<file path="src/rtl/rtcx_pkg.sv">
package rtcx_pkg;
  localparam int REG_AW = 2;
  localparam int REG_DW = 8;

  typedef enum logic [REG_AW-1:0] {
    SEL_CTRL  = 2'd0,
    SEL_RADDR = 2'd1,
    SEL_RDATA = 2'd2,
    SEL_NONE  = 2'd3
  } reg_sel_e;

  localparam int B_BATT = 7;
  localparam int B_UPD  = 6;
  localparam int B_BRST = 5;
  localparam int B_SPR  = 4;
  localparam int B_PWR  = 3;
  localparam int NFLAG  = 3;   // flag index: 2 RAM-clear, 1 wake, 0 kickstart
endpackage

</file>
<file path="src/rtl/rtcx_fall_det.sv">
module rtcx_fall_det #(
  parameter int STAGES = 2
) (
  input  logic clk,
  input  logic rst,
  input  logic din,
  output logic fall
);
  logic [STAGES:0] sh_q;

  always_ff @(posedge clk) begin
    if (rst) sh_q <= '1;
    else     sh_q <= {sh_q[STAGES-1:0], din};
  end

  assign fall = sh_q[STAGES] & ~sh_q[STAGES-1];

  // the detector yields isolated single-cycle pulses
  p_single_pulse_r8: assert property (@(posedge clk) disable iff (rst)
    fall |=> !fall);
endmodule

</file>
<file path="src/rtl/rtcx_upd_timer.sv">
module rtcx_upd_timer #(
  parameter int LEAD_TICKS = 4,
  parameter int UPD_TICKS  = 3
) (
  input  logic clk,
  input  logic rst,
  input  logic upd_soon,
  output logic busy
);
  localparam int TOTAL = LEAD_TICKS + UPD_TICKS;
  localparam int CW    = $clog2(TOTAL + 1);

  logic [CW-1:0] cnt_q;
  logic          busy_q;

  always_ff @(posedge clk) begin
    if (rst) begin
      busy_q <= 1'b0;
      cnt_q  <= '0;
    end else if (!busy_q) begin
      if (upd_soon) begin
        busy_q <= 1'b1;
        cnt_q  <= CW'(TOTAL - 1);
      end
    end else if (cnt_q == '0) begin
      busy_q <= 1'b0;
    end else begin
      cnt_q <= cnt_q - 1'b1;
    end
  end

  assign busy = busy_q;

  // checker-side window counter
  logic [CW:0] hi_len_q;
  always_ff @(posedge clk) begin
    if (rst)         hi_len_q <= '0;
    else if (busy_q) hi_len_q <= hi_len_q + 1'b1;
    else             hi_len_q <= '0;
  end

  // window opens only after a pending pulse
  p_open_after_pulse_r4: assert property (@(posedge clk) disable iff (rst)
    $rose(busy_q) |-> $past(upd_soon));
  // window never longer than lead plus update
  p_window_len_r4: assert property (@(posedge clk) disable iff (rst)
    busy_q |-> (hi_len_q < (CW+1)'(TOTAL)));
endmodule

</file>
<file path="src/rtl/rtcx_aux_ram.sv">
module rtcx_aux_ram #(
  parameter int DEPTH = 64,
  parameter int DW    = 8
) (
  input  logic                     clk,
  input  logic                     we,
  input  logic                     re,
  input  logic [$clog2(DEPTH)-1:0] addr,
  input  logic [DW-1:0]            wd,
  output logic [DW-1:0]            rd
);
  logic [DW-1:0] mem [DEPTH];
  logic [DW-1:0] rd_q;

  always_ff @(posedge clk) begin
    if (we) mem[addr] <= wd;
    if (re) rd_q <= mem[addr];
  end

  assign rd = rd_q;
endmodule

</file>
<file path="src/rtl/rtcx_ctrl.sv">
module rtcx_ctrl
  import rtcx_pkg::*;
#(
  parameter int DEPTH      = 64,
  parameter int LEAD_TICKS = 4,
  parameter int UPD_TICKS  = 3,
  parameter int SYNC_STG   = 2
) (
  input  logic              clk,
  input  logic              rst,
  input  logic [REG_AW-1:0] reg_addr,
  input  logic              reg_wr,
  input  logic              reg_rd,
  input  logic [REG_DW-1:0] reg_wdata,
  output logic [REG_DW-1:0] reg_rdata,
  input  logic              batt_ok,
  input  logic              upd_soon,
  input  logic              ram_clr_n,
  input  logic              ram_clr_en,
  input  logic              wake_evt,
  input  logic              kick_evt,
  input  logic [NFLAG-1:0]  irq_en,
  output logic              pwr_drive_low,
  output logic              irq
);
  localparam int RAW = $clog2(DEPTH);

  reg_sel_e sel;
  assign sel = reg_sel_e'(reg_addr);

  logic wr_ctrl, wr_ptr, acc_data, rd_data;
  assign wr_ctrl  = reg_wr && (sel == SEL_CTRL);
  assign wr_ptr   = reg_wr && (sel == SEL_RADDR);
  assign rd_data  = reg_rd && (sel == SEL_RDATA);
  assign acc_data = (reg_wr || reg_rd) && (sel == SEL_RDATA);

  // sub-blocks
  logic clr_fall, upd_busy;
  logic [REG_DW-1:0] ram_q;
  logic [RAW-1:0] ptr_q;

  rtcx_fall_det #(.STAGES(SYNC_STG)) u_clr (
    .clk(clk), .rst(rst), .din(ram_clr_n), .fall(clr_fall));

  rtcx_upd_timer #(.LEAD_TICKS(LEAD_TICKS), .UPD_TICKS(UPD_TICKS)) u_tmr (
    .clk(clk), .rst(rst), .upd_soon(upd_soon), .busy(upd_busy));

  rtcx_aux_ram #(.DEPTH(DEPTH), .DW(REG_DW)) u_ram (
    .clk(clk), .we(reg_wr && (sel == SEL_RDATA)), .re(rd_data),
    .addr(ptr_q), .wd(reg_wdata), .rd(ram_q));

  // control state
  logic             brst_q, spr_q, pwr_q, irq_q;
  logic [NFLAG-1:0] flg_q, flg_d, hw_set;
  logic             pwr_d;

  assign hw_set = {clr_fall & ram_clr_en, wake_evt, kick_evt};

  always_comb begin
    for (int i = 0; i < NFLAG; i++)
      flg_d[i] = hw_set[i] | (wr_ctrl ? reg_wdata[i] : flg_q[i]);
    pwr_d = (wr_ctrl ? reg_wdata[B_PWR] : pwr_q)
            & ~(|(flg_d[1:0] & irq_en[1:0]));
  end

  always_ff @(posedge clk) begin
    if (rst) begin
      brst_q <= 1'b0;
      spr_q  <= 1'b0;
      pwr_q  <= 1'b0;
      flg_q  <= '0;
      irq_q  <= 1'b0;
    end else begin
      if (wr_ctrl) begin
        brst_q <= reg_wdata[B_BRST];
        spr_q  <= reg_wdata[B_SPR];
      end
      pwr_q <= pwr_d;
      flg_q <= flg_d;
      irq_q <= |(flg_d & irq_en);
    end
  end

  // auxiliary RAM pointer
  always_ff @(posedge clk) begin
    if (rst)                    ptr_q <= '0;
    else if (wr_ptr)            ptr_q <= reg_wdata[RAW-1:0];
    else if (acc_data && brst_q) ptr_q <= ptr_q + 1'b1;
  end

  // read path
  logic [REG_DW-1:0] ctrl_view, rd_reg_q;
  reg_sel_e          rsel_q;

  assign ctrl_view = {batt_ok, upd_busy, brst_q, spr_q, pwr_q, flg_q};

  always_ff @(posedge clk) begin
    if (rst) begin
      rsel_q   <= SEL_NONE;
      rd_reg_q <= '0;
    end else if (reg_rd) begin
      rsel_q <= sel;
      case (sel)
        SEL_CTRL:  rd_reg_q <= ctrl_view;
        SEL_RADDR: rd_reg_q <= REG_DW'(ptr_q);
        default:   rd_reg_q <= '0;
      endcase
    end
  end

  assign reg_rdata     = (rsel_q == SEL_RDATA) ? ram_q : rd_reg_q;
  assign pwr_drive_low = ~pwr_q;
  assign irq           = irq_q;

  // enabled wake/kick flag keeps power bit low
  p_pwr_forced_r7: assert property (@(posedge clk) disable iff (rst)
    ((flg_q[1] && $past(irq_en[1])) || (flg_q[0] && $past(irq_en[0])))
      |-> pwr_drive_low);
  // a wake event always leaves the flag set, whatever the write
  p_set_wins_r10: assert property (@(posedge clk) disable iff (rst)
    wake_evt |=> flg_q[1]);
  // pointer holds on data access with burst off
  p_ptr_hold_r5: assert property (@(posedge clk) disable iff (rst)
    (acc_data && !brst_q) |=> $stable(ptr_q));
  // pointer steps by one on data access with burst on
  p_ptr_step_r5: assert property (@(posedge clk) disable iff (rst)
    (acc_data && brst_q) |=> (ptr_q == RAW'($past(ptr_q) + 1'b1)));
  // control read reports the battery level
  p_batt_view_r2: assert property (@(posedge clk) disable iff (rst)
    (reg_rd && sel == SEL_CTRL) |=> (reg_rdata[B_BATT] == $past(batt_ok)));
endmodule

</file>
<file path="config.mk">
export PLATFORM = sky130hd
export DESIGN_NAME = rtcx_ctrl
export DESIGN_NICKNAME = d
export VERILOG_FILES = /design/src/rtl/rtcx_pkg.sv /design/src/rtl/rtcx_fall_det.sv /design/src/rtl/rtcx_upd_timer.sv /design/src/rtl/rtcx_aux_ram.sv /design/src/rtl/rtcx_ctrl.sv
export SDC_FILE = /design/constraint.sdc
export NUM_CORES = 1
export LEC_CHECK = 0
export ABC_AREA = 1
export CORE_ASPECT_RATIO = 1.4
export CORE_MARGIN = 5
export CORE_UTILIZATION = 55
export DETAILED_ROUTE_END_ITERATION = 8
export DONT_BUFFER_PORTS = 1
export PLACE_DENSITY = 0.73
export SYNTH_ARGS = -nofsm -noshare
export SYNTH_HDL_FRONTEND = slang
export SYNTH_HIERARCHICAL = 1
export SYNTH_SLANG_ARGS = --single-unit
</file>
<file path="constraint.sdc">
create_clock -name clk -period 2.5 [get_ports clk]
set_clock_uncertainty 0.15 [all_clocks]
set_input_delay 0.125 -clock clk [delete_from_list [all_inputs] [get_ports clk]]
set_output_delay 0.125 -clock clk [all_outputs]
set_load 0.01 [all_outputs]
</file>
After elaboration in Yosys (flattened, before gate mapping)
Memory sizes are Yosys's and may differ from the RTL's. A register that Yosys moved wholly into a read port is not among the register bits. Cells that the tools add are included.

Register bits: 30. Memory bits (writable): 512. Output and inout bits: 10. Memories kept: 1.

Memories: u_ram.mem (depth 64, bits a word 8, read ports 1, clocked after Yosys merged registers in 1, write ports 1, RTL line rtcx_aux_ram.sv:12) `logic [DW-1:0] mem [DEPTH];`.

Add/subtract/negate cells: 2. Eq/ne operators: 4. Multiplexer cells: 16. Bitwise gates (word level): 11. Reductions and logical operators: 14.

Operators with widths (count): one-hot mux 8 bit (2 select lines) (1); 2-to-1 mux 6 bit (2); 2-to-1 mux 1 bit (9); 2-to-1 mux 3 bit (3); 2-to-1 mux 8 bit (1); adder 6 x 1 -> 6 bit, second input constant (1); logical AND 1 bit (6); == test 2 bit, second input constant (2); nonzero test 2 bit (2); AND 1 bit (3); AND 3 bit (1); logical NOT 3 bit (1); NOT 1 bit (3); OR 1 bit (3); OR reduction 3 bit (1); subtractor 3 x 1 -> 3 bit, second input constant (1); AND 2 bit (1); == test 2 x 1 -> 1 bit, second input constant (1); logical NOT 2 bit (1); inequality test 2 bit, second input constant (1); AND reduction 2 bit (1); OR reduction 2 bit (1); logical OR 1 bit (1).

Longest topological paths before layout
Depth after elaboration: 8. Gate-level depth with buffers: 13. Gate-level depth less buffers: 11.

Cells and area by module
The synthesis kept the hierarchy.

By module, submodules not included: rtcx_aux_ram (instances 1, cells each 2167, area an instance 22125.0 sq um, seq. area each 15615.0 sq um); rtcx_ctrl (instances 1, cells each 193, area an instance 1288.7 sq um, seq. area each 460.4 sq um); rtcx_upd_timer (instances 1, cells each 31, area an instance 215.2 sq um, seq. area each 80.1 sq um); rtcx_fall_det (instances 1, cells each 12, area an instance 93.8 sq um, seq. area each 60.1 sq um).

Least setup slack after synthesis
OpenSTA, ideal clock, no wires.

Path type: register to register. Start: register ptr_q[3]. End: memory u_ram.mem[41][0] (enable). Setup time: 395 ps. Arrival time: 2003 ps. Required time: 1955 ps. Path slack: -48 ps. Cell stages (with the launch flop): 6. Clock period less this slack: 2548 ps. Path through: dfxtp_1 > buf_2 > inv_2 > nor3_2 > inv_2 > nor4_1.

RTL lines: from (decl) (RTL line rtcx_ctrl.sv:40) `logic [RAW-1:0] ptr_q;`; from (signal assigned) (RTL line rtcx_ctrl.sv:87) `else if (wr_ptr) ptr_q <= reg_wdata[RAW-1:0];`; from (signal assigned) (RTL line rtcx_ctrl.sv:88) `else if (acc_data && brst_q) ptr_q <= ptr_q + 1'b1;`; to (decl) (RTL line rtcx_aux_ram.sv:12).

Straight into the memory's write port.

Final worst setup path
Start: input reg_wdata[1]. End: register irq_q (netlist: irq).

Cells in the longest elaborated chain, start to end: 4.

Ends and longest elaborated chain: from (decl) (RTL line rtcx_ctrl.sv:14) `input logic [REG_DW-1:0] reg_wdata,`; 2-to-1 mux 1 bit (RTL line rtcx_ctrl.sv:61) `flg_d[i] = hw_set[i] | (wr_ctrl ? reg_wdata[i] : flg_q[i]);`; OR 1 bit (RTL line rtcx_ctrl.sv:61); AND 3 bit (RTL line rtcx_ctrl.sv:80) `irq_q <= |(flg_d & irq_en);`; OR reduction 3 bit (RTL line rtcx_ctrl.sv:80); to (signal assigned) (RTL line rtcx_ctrl.sv:80); to (decl) (RTL line rtcx_ctrl.sv:53) `logic brst_q, spr_q, pwr_q, irq_q;`.

No other way between the ends. A chain may end at the register's enable or synchronous reset.

==> run summary <==
crit path DAT: 2.83 ns
syn_nets: 2,429
Setup CP Type: in -> reg
port bufs: 0
Pwr Density: 691 nW/um2
fillcell total: 3,199
total power: 0.0187 W
vias in the first global route: 16,600
Routability Congestion: 0.884
setup violators final: 0
initial DRC count: 1,744
status: finished, violations left
clk_lat worst skew: 0.57 ns
YS warnings: 6
Mapped Area: 23,700 um2
Critical Path RT: 2.87 ns
initial core utilization: 55.3%
Max stage delay on crit path: 0.70 ns
FF+latch area: 16,200 um2
Worst setup EP type: register
FFs w/ async S/R, synth: 0%
R2R depth: 7
Synth Register Bits: 550
EDFF count, synth: 520
# rows: 90
vias per inst: 5.42
area grow syn2layout: 14.2%
CTS Buffer Depth: 3
Worst-Margin Slew: 1.08 ns
top-area cell type share of the netlist area: 65.8%
cell taking the most area after synthesis: edfxtp_1
max-slew violations: 0
RSZ-0062 raised after global routing: no
core footprint: 42,900 um2
initial antenna violation count: 2
total grt overflow: 0
total wire length: 59,500 um
Primary FF master, synth: edfxtp_1
CTS tree: done
Num CTS Buffers: 49
Fin Hold WS: -0.0120 ns
Worst setup SP type: input pin
sequential fraction of the synthesis area: 68.4%
Final Cycle Share: 98.5%
Syn Inst Count: 2,403
largest cells by area after synthesis: edfxtp_1 66%, nand2_1 23%, dfxtp_1 2.5%, nor2_1 1.7%, buf_2 1.1%
layout cell share with drive strength beyond 1: 9.03%
max frequency: 406 MHz
worst vdd ir: 0.496 mV
Synth cell types: 35
Final nets: 2,546
failing checks: hold timing
Crit Path Max Fanout: 33
hold depth: 2
Setup TNS Final: 0 ns
GRT Resource Usage Total: 24.7%
root buf cell: clkbuf_16
maxcap violations: 0
H-tree Lvls: 2
leakage: 11.3 nW
width of the die: 186 um
top cells by instance count after synthesis: 1,434 x nand2_1, 520 x edfxtp_1, 106 x nor2_1
die area: 47,400 um2
largest net degree at the start of global routing: 85
wire per inst: 19.1 um
Antenna Nets Post-Route: 0
Clock transition at path regs: 0.06 ns
Critical-path top delay cell: dlygate4sd3_1
Final min period: 2.46 ns
clock sinks: 550
Final Hold Fails: 1
crit-path most repeated cell: nand2_1
Avg Cell Area, Syn: 9.87 um2
DR DRC count: 0
multi-input gate area in the final layout: 6610 um2
Pre-antenna DRT Iters: 8
first-pass GRT wire length: 91,000 um
via count: 16,900
die height: 256 um
most common cell in the netlist: nand2_1
Ports: 33
DPL Wire Length: 34,500 um
crit-path cells: dlygate4sd3_1, clkbuf_16, nand3_1, nand3_1, nand2_1, dlygate4sd3_1, nand2_1, dlygate4sd3_1, nand2_1, nand2_1
max_slew headroom: 27.7%
Hold Path Class: in -> reg
## cell type report
cell class,instances,area share [%]
multi-input cells,1670,24.4
clock buffers,61,4.85
repair buffers,174,6.35
inverters,75,1.06
well taps,552,2.55
flip-flops and latches,550,59.9
clock inverters,27,0.878
diodes,2,0.0185
## logic make-up after synthesis
kind of cell | share of synthesized area, %
fa+ha+maj | 0.158
flops | 68.4
simple gates | 26.2
buf+inv | 3.80
mux | 0.0949
compound gates | 1.36
xor+xnor | 0.0369
## metrics by stage
stage	setup WS (ns)	instance area, um2	util (%)	cells
5_1_grt	0.00137	27100	63.1	3111
3_3_place_gp	0.273	24700	57.7	2958
3_5_place_dp	0.248	24700	57.7	2958
4_1_cts	0.0244	27100	63.1	3106
2_1_floorplan	-0.0476	23700	-	2403
6_report	0.0372	27100	63.1	3111
## power breakdown
group | total (W) | leakage (nW) | internal (W) | switching, W
Clock | 0.00735 | 0.755 | 0.00414 | 0.00321
Combinational | 0.00124 | 5.66 | 0.000374 | 0.000863
Sequential | 0.0101 | 4.92 | 0.0101 | 0.0000266
## registers in the layout, indices dropped and copies added, names as in the netlist, 2 cells and up
| signal | flops |
|---|---|
| rd_reg_q | 8 |
| u_ram/rd | 8 |
| ptr_q | 6 |
| u_clr/sh_q | 3 |
| u_tmr/cnt_q | 3 |
| u_ram/mem | 512 |
| flg_q | 3 |
| rsel_q | 2 |
## cells in the final DEF, fill, tap and decap left out, drive strengths merged
master,count
clkinv,24
nand4,5
nand3,32
nor4,2
nor3,9
diode,2
o21ai,21
o211ai,7
nor2,112
clkinvlp,2
bufinv,4
edfxtp,520
dfxtp,30
o22ai,2
a22o,2
mux2,2
dlygate4sd3,51
a21oi,21
nand2,1442
xnor2,1
inv,72
ha,3
a31oi,3
dlymetal6s4s,1
buf,121
or2,6
clkbuf,62
## critical path: cells and delay by family
kind                   cells  cell delay, ns
buffers and inverters      4            2.12
AND/OR/NAND/NOR            6            0.55
## per-layer routing
metal	wire, um	share of wire [%]	track usage, %	vias up
li1	-	-	-	7998
met1	22200	37	30.0	7999
met2	31000	52	43.6	715
met3	3870	6.5	3.67	143
met4	2400	4.0	10.2	0
met5	0	0	0	-
## path summary, 6_finish.rpt
check                                    from            end  slack [ns]
worst max register to register       ptr_q[0]       ptr_q[2]        0.10
worst min-delay path                   reg_rd      rsel_q[0]       -0.01
worst min register to register  u_clr/sh_q[0]  u_clr/sh_q[1]        0.27
worst max-delay path             reg_wdata[1]            irq        0.04
## repair_timing
action | 4_1_cts | 5_1_grt
hold buffers | 60 | 3
setup buffers | 0 | 1
gates resized for setup | 0 | 2
endpoints found under the hold margin | 550 | 3
endpoints found under the setup margin | 0 | 4
(Power assumes the default switching activity.)
